==> config.mk <==
export PLATFORM = sky130hd
export DESIGN_NAME = subsys_mem_decoder
export DESIGN_NICKNAME = d
export VERILOG_FILES = /design/src/rtl/smd_pkg.sv /design/src/rtl/smd_ctrl_regs.sv /design/src/rtl/smd_addr_map.sv /design/src/rtl/subsys_mem_decoder.sv
export SDC_FILE = /design/constraint.sdc
export NUM_CORES = 1
export LEC_CHECK = 0
export BUFFER_PORTS_ARGS = -buffer_cell sky130_fd_sc_hd__buf_2
export CAP_MARGIN = 20
export CELL_PAD_IN_SITES_DETAIL_PLACEMENT = 0
export CELL_PAD_IN_SITES_GLOBAL_PLACEMENT = 1
export CORE_UTILIZATION = 30
export CTS_CLUSTER_SIZE = 16
export DETAILED_ROUTE_END_ITERATION = 8
export PLACE_DENSITY = 0.75
export SLEW_MARGIN = 20
export SYNTH_ARGS = -nofsm -noshare
export SYNTH_HDL_FRONTEND = slang
export SYNTH_SLANG_ARGS = --single-unit
==> constraint.sdc <==
create_clock -name clk -period 5.12 [get_ports clk]
set_input_delay 0.256 -clock clk [delete_from_list [all_inputs] [get_ports clk]]
set_output_delay 0.256 -clock clk [all_outputs]
set_load 0.05 [all_outputs]
==> src/rtl/smd_pkg.sv <==
package smd_pkg;
    localparam int DATA_W    = 8;
    localparam int SEL_W     = 2;
    localparam int ROMSEL_W  = 2;
    localparam int CROM_W    = 2;
    localparam int CRAM_W    = 3;
    localparam int CONBK_W   = 2;

    localparam logic [SEL_W-1:0] SEL_SYS  = 2'd0;
    localparam logic [SEL_W-1:0] SEL_CROM = 2'd1;
    localparam logic [SEL_W-1:0] SEL_BANK = 2'd2;
    localparam logic [SEL_W-1:0] SEL_MODE = 2'd3;

    typedef enum logic [2:0] {
        RG_CROM   = 3'd0,
        RG_CRAM   = 3'd1,
        RG_ROMC   = 3'd2,
        RG_ROMA   = 3'd3,
        RG_ROMB   = 3'd4,
        RG_MONRAM = 3'd5,
        RG_CONRAM = 3'd6,
        RG_NONE   = 3'd7
    } region_e;

    localparam int NREGION = 8;

    typedef struct packed {
        logic [ROMSEL_W-1:0] rom_req;
        logic                mon_req;
        logic [ROMSEL_W-1:0] rom_use;
        logic                mon_use;
        logic [CROM_W-1:0]   crom_bank;
        logic [CRAM_W-1:0]   cram_bank;
        logic [CONBK_W-1:0]  con_bank;
        logic                kanji_lv2;
        logic                line400;
        logic                color256k;
        logic                protect;
        logic                kanji_sub;
    } ctl_state_t;
endpackage

==> src/rtl/smd_ctrl_regs.sv <==
module smd_ctrl_regs
    import smd_pkg::*;
(
    input  logic                 clk,
    input  logic                 rst_n,
    input  logic                 ctl_we_i,
    input  logic [SEL_W-1:0]     ctl_sel_i,
    input  logic [DATA_W-1:0]    ctl_data_i,
    input  logic                 restart_i,
    output ctl_state_t           state_o
);
    localparam ctl_state_t RESET_STATE = '{
        rom_req:   '0,
        mon_req:   1'b0,
        rom_use:   '0,
        mon_use:   1'b0,
        crom_bank: '0,
        cram_bank: '0,
        con_bank:  '0,
        kanji_lv2: 1'b0,
        line400:   1'b0,
        color256k: 1'b0,
        protect:   1'b1,
        kanji_sub: 1'b0
    };
    localparam logic [CONBK_W-1:0] CON_MAX = CONBK_W'(2);

    ctl_state_t s_d, s_q;
    logic [CONBK_W-1:0] con_field;

    always_comb begin
        s_d       = s_q;
        con_field = ctl_data_i[4:3];
        if (ctl_we_i) begin
            case (ctl_sel_i)
                SEL_SYS: begin
                    s_d.rom_req = ctl_data_i[ROMSEL_W-1:0];
                    s_d.mon_req = ctl_data_i[2];
                end
                SEL_CROM: begin
                    s_d.crom_bank = ctl_data_i[CROM_W-1:0];
                end
                SEL_BANK: begin
                    s_d.cram_bank = ctl_data_i[CRAM_W-1:0];
                    s_d.con_bank  = (con_field > CON_MAX) ? '0 : con_field;
                    s_d.kanji_lv2 = ctl_data_i[7];
                end
                default: begin
                    s_d.line400   = ~ctl_data_i[3];
                    s_d.color256k = ctl_data_i[4];
                    s_d.protect   = ~ctl_data_i[2];
                    s_d.kanji_sub = ctl_data_i[5];
                end
            endcase
        end
        if (restart_i) begin
            s_d.rom_use = s_d.rom_req;
            s_d.mon_use = s_d.mon_req;
        end
    end

    always_ff @(posedge clk or negedge rst_n) begin
        if (!rst_n) s_q <= RESET_STATE;
        else        s_q <= s_d;
    end

    assign state_o = s_q;

    AST_CON_BANK_LEGAL: assert property (@(posedge clk) disable iff (!rst_n)
        s_q.con_bank != 2'd3);
    AST_USE_HOLD: assert property (@(posedge clk) disable iff (!rst_n)
        !restart_i |=> $stable({s_q.rom_use, s_q.mon_use}));
endmodule

==> src/rtl/smd_addr_map.sv <==
module smd_addr_map
    import smd_pkg::*;
#(
    parameter int                ADDR_W   = 16,
    parameter int                OFS_W    = 14,
    parameter logic [ADDR_W-1:0] CON_BASE = 16'hC000,
    parameter logic [ADDR_W-1:0] CON_SPAN = 16'h1000,
    parameter logic [ADDR_W-1:0] CG_BASE  = 16'hD800,
    parameter logic [ADDR_W-1:0] HI_BASE  = 16'hE000,
    parameter int                CG_SH    = 11,
    parameter int                CON_SH   = 12
) (
    input  logic                clk,
    input  logic                rst_n,
    input  logic [ADDR_W-1:0]   addr_i,
    input  ctl_state_t          st_i,
    output region_e             region_o,
    output logic [OFS_W-1:0]    ofs_o
);
    localparam logic [ADDR_W-1:0] CON_END = CON_BASE + CON_SPAN;

    logic [ADDR_W-1:0] d_cg, d_hi, d_con;
    logic [OFS_W-1:0]  cram_page, crom_page, con_page;

    always_comb begin
        d_cg      = addr_i - CG_BASE;
        d_hi      = addr_i - HI_BASE;
        d_con     = addr_i - CON_BASE;
        cram_page = OFS_W'(st_i.cram_bank) << CG_SH;
        crom_page = OFS_W'(st_i.crom_bank) << CG_SH;
        con_page  = OFS_W'(st_i.con_bank - CONBK_W'(1)) << CON_SH;
        region_o  = RG_NONE;
        ofs_o     = '0;
        if (addr_i >= HI_BASE) begin
            if (st_i.mon_use) begin
                region_o = RG_MONRAM;
                ofs_o    = OFS_W'(d_hi);
            end else begin
                case (st_i.rom_use)
                    2'd0: begin region_o = RG_ROMC; ofs_o = OFS_W'(d_cg); end
                    2'd1: begin region_o = RG_ROMA; ofs_o = OFS_W'(d_hi); end
                    2'd2: begin region_o = RG_ROMB; ofs_o = OFS_W'(d_hi); end
                    default: begin region_o = RG_CROM; ofs_o = OFS_W'(d_hi); end
                endcase
            end
        end else if (addr_i >= CG_BASE) begin
            if (st_i.mon_use) begin
                region_o = RG_CRAM;
                ofs_o    = cram_page + OFS_W'(d_cg);
            end else begin
                region_o = RG_CROM;
                ofs_o    = crom_page + OFS_W'(d_cg);
            end
        end else if (addr_i >= CON_BASE && addr_i < CON_END
                     && st_i.mon_use && st_i.con_bank != '0) begin
            region_o = RG_CONRAM;
            ofs_o    = con_page + OFS_W'(d_con);
        end
    end

    AST_HI_ALWAYS_MAPPED: assert property (@(posedge clk) disable iff (!rst_n)
        (addr_i >= HI_BASE) |-> (region_o != RG_NONE && region_o != RG_CRAM
                                 && region_o != RG_CONRAM));
    AST_CON_NEEDS_MON: assert property (@(posedge clk) disable iff (!rst_n)
        (region_o == RG_CONRAM) |-> (st_i.mon_use && addr_i < CG_BASE));
endmodule

==> src/rtl/subsys_mem_decoder.sv <==
module subsys_mem_decoder
    import smd_pkg::*;
#(
    parameter int ADDR_W = 16,
    parameter int OFS_W  = 14
) (
    input  logic                 clk,
    input  logic                 rst_n,
    input  logic [ADDR_W-1:0]    cpu_addr_i,
    input  logic                 cpu_rd_i,
    input  logic                 cpu_wr_i,
    input  logic                 ctl_we_i,
    input  logic [1:0]           ctl_sel_i,
    input  logic [7:0]           ctl_data_i,
    input  logic                 restart_i,
    output logic [7:0]           region_oh_o,
    output logic [OFS_W-1:0]     mem_ofs_o,
    output logic                 mem_re_o,
    output logic                 mem_we_o,
    output logic                 fill_ff_o,
    output logic                 line400_o,
    output logic                 color256k_o,
    output logic                 kanji_sub_o,
    output logic                 kanji_lv2_o,
    output logic                 wr_protect_o
);
    ctl_state_t st;
    region_e    region;
    logic       writable;

    smd_ctrl_regs u_regs (
        .clk        (clk),
        .rst_n      (rst_n),
        .ctl_we_i   (ctl_we_i),
        .ctl_sel_i  (ctl_sel_i),
        .ctl_data_i (ctl_data_i),
        .restart_i  (restart_i),
        .state_o    (st)
    );

    smd_addr_map #(.ADDR_W(ADDR_W), .OFS_W(OFS_W)) u_map (
        .clk      (clk),
        .rst_n    (rst_n),
        .addr_i   (cpu_addr_i),
        .st_i     (st),
        .region_o (region),
        .ofs_o    (mem_ofs_o)
    );

    always_comb begin
        region_oh_o = '0;
        region_oh_o[region] = 1'b1;
        case (region)
            RG_CONRAM:         writable = 1'b1;
            RG_CRAM, RG_MONRAM: writable = ~st.protect;
            default:           writable = 1'b0;
        endcase
        mem_re_o  = cpu_rd_i && region != RG_NONE;
        fill_ff_o = cpu_rd_i && region == RG_NONE;
        mem_we_o  = cpu_wr_i && writable;
    end

    assign line400_o    = st.line400;
    assign color256k_o  = st.color256k;
    assign kanji_sub_o  = st.kanji_sub;
    assign kanji_lv2_o  = st.kanji_lv2;
    assign wr_protect_o = st.protect;

    AST_REGION_ONEHOT: assert property (@(posedge clk) disable iff (!rst_n)
        $onehot(region_oh_o));
    AST_WE_PROTECT: assert property (@(posedge clk) disable iff (!rst_n)
        (mem_we_o && (region_oh_o[RG_CRAM] || region_oh_o[RG_MONRAM])) |-> !wr_protect_o);
    AST_ROM_NO_WRITE: assert property (@(posedge clk) disable iff (!rst_n)
        (region_oh_o[RG_CROM] || region_oh_o[RG_ROMA] || region_oh_o[RG_ROMB]
         || region_oh_o[RG_ROMC]) |-> !mem_we_o);
    AST_NONE_NO_ACCESS: assert property (@(posedge clk) disable iff (!rst_n)
        region_oh_o[RG_NONE] |-> (!mem_re_o && !mem_we_o));
endmodule

==> results of run 1 <==
## path summary, 6_finish.rpt
kind	from	to	slack, ns
min in group asynchronous	rst_n	u_regs.state_o[17]	0.45
min reg2reg	u_regs.state_o[5]	u_regs.state_o[5]	0.48
max	u_regs.state_o[12]	mem_ofs_o[12]	2.26
min	ctl_data_i[2]	u_regs.state_o[1]	0.21
max reg2reg	u_regs.state_o[15]	u_regs.state_o[12]	4.10
max in group asynchronous	rst_n	u_regs.state_o[1]	4.35
## cells in the mapped netlist, types with 2 or more instances
library cell	instances	area, um2
dfrtp_1	17	425
mux2_2	15	169
nor2b_1	10	62.6
inv_1	8	30.0
nand2_1	7	26.3
and2_1	5	31.3
ha_1	5	62.6
o21ai_0	5	25.0
nand3_1	4	20.0
a21oi_1	3	15.0
and3_1	3	18.8
and2b_1	2	15.0
mux2i_1	2	20.0
nand2b_1	2	12.5
nand3b_1	2	15.0
nand4_1	2	12.5
nor2_1	2	7.51
nor3_1	2	10.0
nor4b_1	2	17.5
xnor2_1	2	17.5
## critical path, stage by stage, from the launching register on
cell     delay [ns]
dfrtp_1        0.56
mux2_2         0.38
ha_1           0.17
inv_1          0.06
fa_1           0.39
and3b_1        0.20
o21ai_0        0.07
a22oi_1        0.21
buf_2          0.30
## layout make-up
type / count / area, um2
Clock buffer: 4 / 55.1
Fill cell: 389 / 2160
Inverter: 8 / 30.0
Multi-Input combinational cell: 86 / 702
Sequential cell: 18 / 452
Tap cell: 48 / 60.1
Timing Repair Buffer: 61 / 310
## power by group
part           internal (mW)  switching (mW)  total (mW)
sequential             0.170          0.0219       0.192
clock                 0.0683          0.0454       0.114
combinational         0.0717           0.109       0.181
## what timing repair did
item                      in CTS  in global routing
hold endpoints to repair      17                  0
hold buffers                   1                  0
buffers inserted               0                  0
## routing by layer
metal	vias to the layer above	wire, um
met2	49	1410
met5	-	0
met3	4	200
li1	523	-
met1	503	1150
met4	0	28
## kinds of logic after synthesis
family | count (synthesis) | synth area share (%)
flops | 18 | 37.3
xor+xnor | 3 | 3.31
compound gates | 13 | 7.54
fa+ha+maj | 6 | 6.82
mux | 17 | 15.6
buf+inv | 12 | 4.75
simple gates | 47 | 24.7
## per-stage QoR
stage / cell area [um2] / total power, mW / hold WS (ns) / setup WS (ns)
2_1_floorplan: 1210 / 0.326 / -0.0396 / 2.37
3_3_place_gp: 1540 / 0.368 / 0.191 / 2.56
3_5_place_dp: 1540 / 0.376 / 0.200 / 2.54
4_1_cts: 1610 / 0.490 / 0.205 / 2.26
5_1_grt: 1610 / 0.513 / 0.207 / 2.14
6_report: 1610 / 0.486 / 0.210 / 2.26
==> flow_metrics.py, run 1 <==
metrics = {
    "critical_path": {
        "start_kind": "flop",
        "ff2ff_path_depth": 2,
        "required_ns": 4.86,
        "critPathArrivalTime_ns": 2.60,
        "setup.worst_path.class": "reg2out",
        "crit_path_end_kind": "output port",
        "critical_path.max_fanout": 10,
    },
    "grt": {
        "maximum_number_of_pins_on_one_net_before_global_route_repair": 19,
        "vias_in_the_first_global_route": 1006,
        "grt_overflow_total": 0,
        "groute.layer.met3.usage_pct": 1.74,
        "antenna_found_initial": 0,
        "groute.layer.met1.usage_pct": 14.8,
        "grt_use_met2_pct": 25.6,
        "gr-usage-all-layers_pct": 13.4,
        "busiest_layer": "met2",
        "grt_first_pass_wirelength_um": 4440,
    },
    "clocking": {
        "clk_pin_slew_worst_paths_ns": 0.07,
        "htreeDepth": 1,
        "clock_tree.buffer_depth": 2,
        "cts_root_buf": "clkbuf_8",
        "clkLatencyLatePin_ns": 0.25,
        "tritoncts_clock_tree": "yes",
        "cts_inserted_buffers": 3,
        "numClockSinks": 18,
        "post_cts_resize_count": 0,
    },
    "finish": {
        "drive_gt1_share_pct": 47.5,
        "final_common_cell": "buf_2",
        "synth_to_layout_area_growth_pct": 32.9,
        "fin_util_pct": 42.7,
        "fin_nets": 216,
        "finish.cell_count_without_fillers": 225,
        "mostFrequentLayoutCells": "buf_2 (60), dfrtp_1 (17), mux2_2 (15)",
        "largest_register_ffs": 18,
        "antenna_cells_inserted": 0,
    },
    "sta": {
        "max_freq_ghz": 0.350,
        "timing.final.crit_share_pct": 55.8,
        "setup_violations": 0,
        "max_slew.worst_pin.slew_ns": 0.471,
        "post-route-min-period_ns": 2.86,
        "timing.clock.skew_ns": 0.000252,
        "hold_viol_final": 0,
        "setup-tns-final_ns": 0,
        "timing.final.max_slew_violations": 0,
        "rsz0062_at_grt": "false",
        "maxSlewHeadroom_pct": 68.6,
    },
    "routing": {
        "num_vias": 1079,
        "wl_per_cell_um": 12.4,
        "post-route-drc-count": 0,
        "antenna_violating_nets_post_route": 0,
        "via_per_inst": 4.80,
        "dr.first_iter.drc_count": 17,
        "first_pass_iteration_count_of_the_detailed_router": 4,
        "drt_wl_total_um": 2790,
    },
    "logic_synthesis": {
        "synth_flop_cell": "dfrtp_1",
        "synthesis.area_um2": 1210,
        "synth-edff-count": 0,
        "syn_inst": 116,
        "yosys_warnings": 0,
        "synth_cell_type_count": 36,
        "postSynthAreaPerCell_um2": 10.4,
        "ys_seq_area_share_pct": 37.3,
        "synth.net_count": 154,
        "postSynth.asyncResetShare_pct": 100,
        "synth_seq_cells": 18,
    },
    "placement": {
        "place_congestion": 0.772,
        "placed_cells_incl_taps": 220,
        "io_buffer_count": 60,
        "hpwl_dp_um": 2290,
    },
    "die": {
        "ioPinCount": 62,
        "floorplan.rows": 22,
        "die_x_um": 65.5,
        "die_area_um2": 4300,
        "effective_utilization_at_floorplan_pct": 32.1,
        "die_height_um": 65.5,
        "total_core_area_um2": 3770,
    },
    "hold_path": {
        "whs_path_depth": 2,
        "hold_class": "in2reg",
    },
    "outcome": {
        "run_status": "complete, no violations",
    },
    "power_and_ir_drop": {
        "vdd_ir_drop_max_uv": 212,
        "cellPowerDensity_nw_per_um2": 302,
        "total_leakage_power_nw": 0.822,
    },
    "job": {
        "drv_cap": 0,
    },
}
No activity file was read; power rests on OpenSTA's default activity.
==> run 2, diff against run 1 <==
--- a/config.mk
+++ b/config.mk
@@ -9,10 +9,10 @@
 export CAP_MARGIN = 20
 export CELL_PAD_IN_SITES_DETAIL_PLACEMENT = 0
 export CELL_PAD_IN_SITES_GLOBAL_PLACEMENT = 1
-export CORE_UTILIZATION = 30
+export CORE_UTILIZATION = 29
 export CTS_CLUSTER_SIZE = 16
 export DETAILED_ROUTE_END_ITERATION = 8
-export PLACE_DENSITY = 0.75
+export PLACE_DENSITY = 0.76
 export SLEW_MARGIN = 20
 export SYNTH_ARGS = -nofsm -noshare
 export SYNTH_HDL_FRONTEND = slang
==> constraint.sdc (replaced) <==
create_clock -name clk -period 2.6 [get_ports clk]
set_input_delay 0.13 -clock clk [delete_from_list [all_inputs] [get_ports clk]]
set_output_delay 0.13 -clock clk [all_outputs]
set_load 0.05 [all_outputs]
==> run 2 against run 1 <==
Combinational power up 100%. Routed wire length down 7.0%. Cell count up 1.3%. Total power up 96%. Via count down 4.3%. Sequential power up 91%. Critical path depth unchanged. Global-route usage down 1.3 points. Clock skew up 0.0030 ns.
==> flow_metrics.py, run 2 (synthesis results as in run 1) <==
metrics = {
    "placement": {
        "placed_area_um2": 1560,
        "dp_worst_setup_slack_ns": 0.369,
        "hpwl_dp_um": 2180,
        "place_congestion": 0.798,
        "io_buffer_count": 60,
        "placed_cells_incl_taps": 223,
    },
    "critical_path": {
        "crit_path_end_kind": "output port",
        "worst_r2r_endpoint": "u_regs.state_o[13]",
        "regToRegStartpoint": "u_regs.state_o[16]",
        "crit_path_start": "u_regs.state_o[12]",
        "critPathArrivalTime_ns": 2.37,
        "critPathCapture": "mem_ofs_o[12]",
        "required_ns": 2.47,
        "cpPeakStageDelay_ns": 0.39,
        "cp_slowest_cell": "fa_1",
        "start_kind": "flop",
        "cp_num_buf_inv": 2,
        "path_cells": "mux2_2 -> ha_1 -> inv_1 -> fa_1 -> and3b_1 -> o21ai_0 -> a22oi_2 -> buf_2",
        "regToRegSetupSlack_ns": 1.58,
        "critical_path.max_fanout": 2,
        "timing.critical_path.depth": 8,
        "setup.worst_path.class": "reg2out",
        "path_delay_family": "adder cells",
        "ff2ff_path_depth": 2,
    },
    "die": {
        "ioPinCount": 62,
        "effective_utilization_at_floorplan_pct": 30.3,
        "die_height_um": 66.6,
        "total_core_area_um2": 4000,
        "die_area_um2": 4440,
        "floorplan.rows": 23,
        "die_x_um": 66.6,
    },
    "sta": {
        "maxSlewHeadroom_pct": 66.5,
        "rsz0062_at_grt": "false",
        "setup-tns-final_ns": 0,
        "setup_violations": 0,
        "post-route-worst-setup-slack_ns": 0.0956,
        "timing.final.crit_share_pct": 96.3,
        "max_freq_ghz": 0.399,
        "hold_viol_final": 0,
        "timing.final.max_slew_violations": 0,
        "timing.clock.skew_ns": 0.00325,
        "max_slew.worst_pin.slew_ns": 0.502,
        "post-route-min-period_ns": 2.50,
        "whs_ns": 0.0853,
    },
    "finish": {
        "fin_nets": 217,
        "mostFrequentLayoutCells": "buf_2 (60), dfrtp_1 (17), mux2_2 (15)",
        "synth_to_layout_area_growth_pct": 34.1,
        "drive_gt1_share_pct": 48.3,
        "largest_register_ffs": 18,
        "finish.cell_count_without_fillers": 228,
        "final_common_cell": "buf_2",
        "fin_util_pct": 40.6,
        "layout.filler_cells": 412,
        "antenna_cells_inserted": 0,
        "design_area_um2": 1620,
    },
    "power_and_ir_drop": {
        "vdd_ir_drop_max_uv": 425,
        "cellPowerDensity_nw_per_um2": 586,
        "total_leakage_power_nw": 0.827,
        "total_power_mw": 0.952,
    },
    "clocking": {
        "clkLatencyLatePin_ns": 0.25,
        "htreeDepth": 1,
        "cts_inserted_buffers": 3,
        "cts_root_buf": "clkbuf_8",
        "tritoncts_clock_tree": "yes",
        "clock_tree.buffer_depth": 2,
        "postCtsSetupRepairBufs": 0,
        "numClockSinks": 18,
        "clk_pin_slew_worst_paths_ns": 0.06,
    },
    "grt": {
        "maximum_number_of_pins_on_one_net_before_global_route_repair": 19,
        "gr-usage-all-layers_pct": 12.1,
        "grt_first_pass_wirelength_um": 4040,
        "antenna_found_initial": 0,
        "grt_overflow_total": 0,
        "vias_in_the_first_global_route": 915,
    },
    "routing": {
        "dr.first_iter.drc_count": 25,
        "drt_wl_total_um": 2590,
        "antenna_violating_nets_post_route": 0,
        "via_per_inst": 4.53,
        "num_vias": 1033,
        "post-route-drc-count": 0,
        "wl_per_cell_um": 11.4,
        "first_pass_iteration_count_of_the_detailed_router": 4,
    },
    "outcome": {
        "run_status": "complete, no violations",
    },
    "hold_path": {
        "hold_class": "in2reg",
    },
    "job": {
        "drv_cap": 0,
    },
}
[run 2: routing by layer]
layer	vias up	share of wire (%)	GRT usage, %
met5	-	0	0
met4	0	0.50	4.79
met3	2	9.2	1.71
met2	50	46	21.0
met1	457	44	14.9
li1	524	-	-
[run 2: layout make-up]
class	instances	area (um2)	share of cell area, %
sequential	18	452	27.8
tap	50	62.6	3.85
multi-input combinational	86	707	43.5
timing repair buffer	62	318	19.6
inverter	8	30.0	1.85
clock buffer	4	55.1	3.39
[run 2: repair_timing]
action,4_1_cts,5_1_grt
hold buffers,1,0
resized for setup,0,0
endpoints found under the hold margin,17,0
[run 2: report_power, final]
| group | internal, mW | switching (mW) | total, mW |
|---|---|---|---|
| registers | 0.335 | 0.0314 | 0.366 |
| logic | 0.147 | 0.221 | 0.367 |
| clock network | 0.134 | 0.0842 | 0.218 |
[run 2: worst min-delay path by stage]
stage	from	to	slack (ns)	depth (start not counted)
6_report	ctl_data_i[2]	u_regs.state_o[1]	0.09	2
5_1_grt	ctl_data_i[2]	u_regs.state_o[1]	0.08	2
4_1_cts	ctl_data_i[2]	u_regs.state_o[1]	0.08	2
3_5_place_dp	rst_n	u_regs.state_o[16]	0.08	1
3_3_place_gp	rst_n	u_regs.state_o[15]	0.08	1
2_1_floorplan	rst_n	u_regs.state_o[0]	-0.17	0
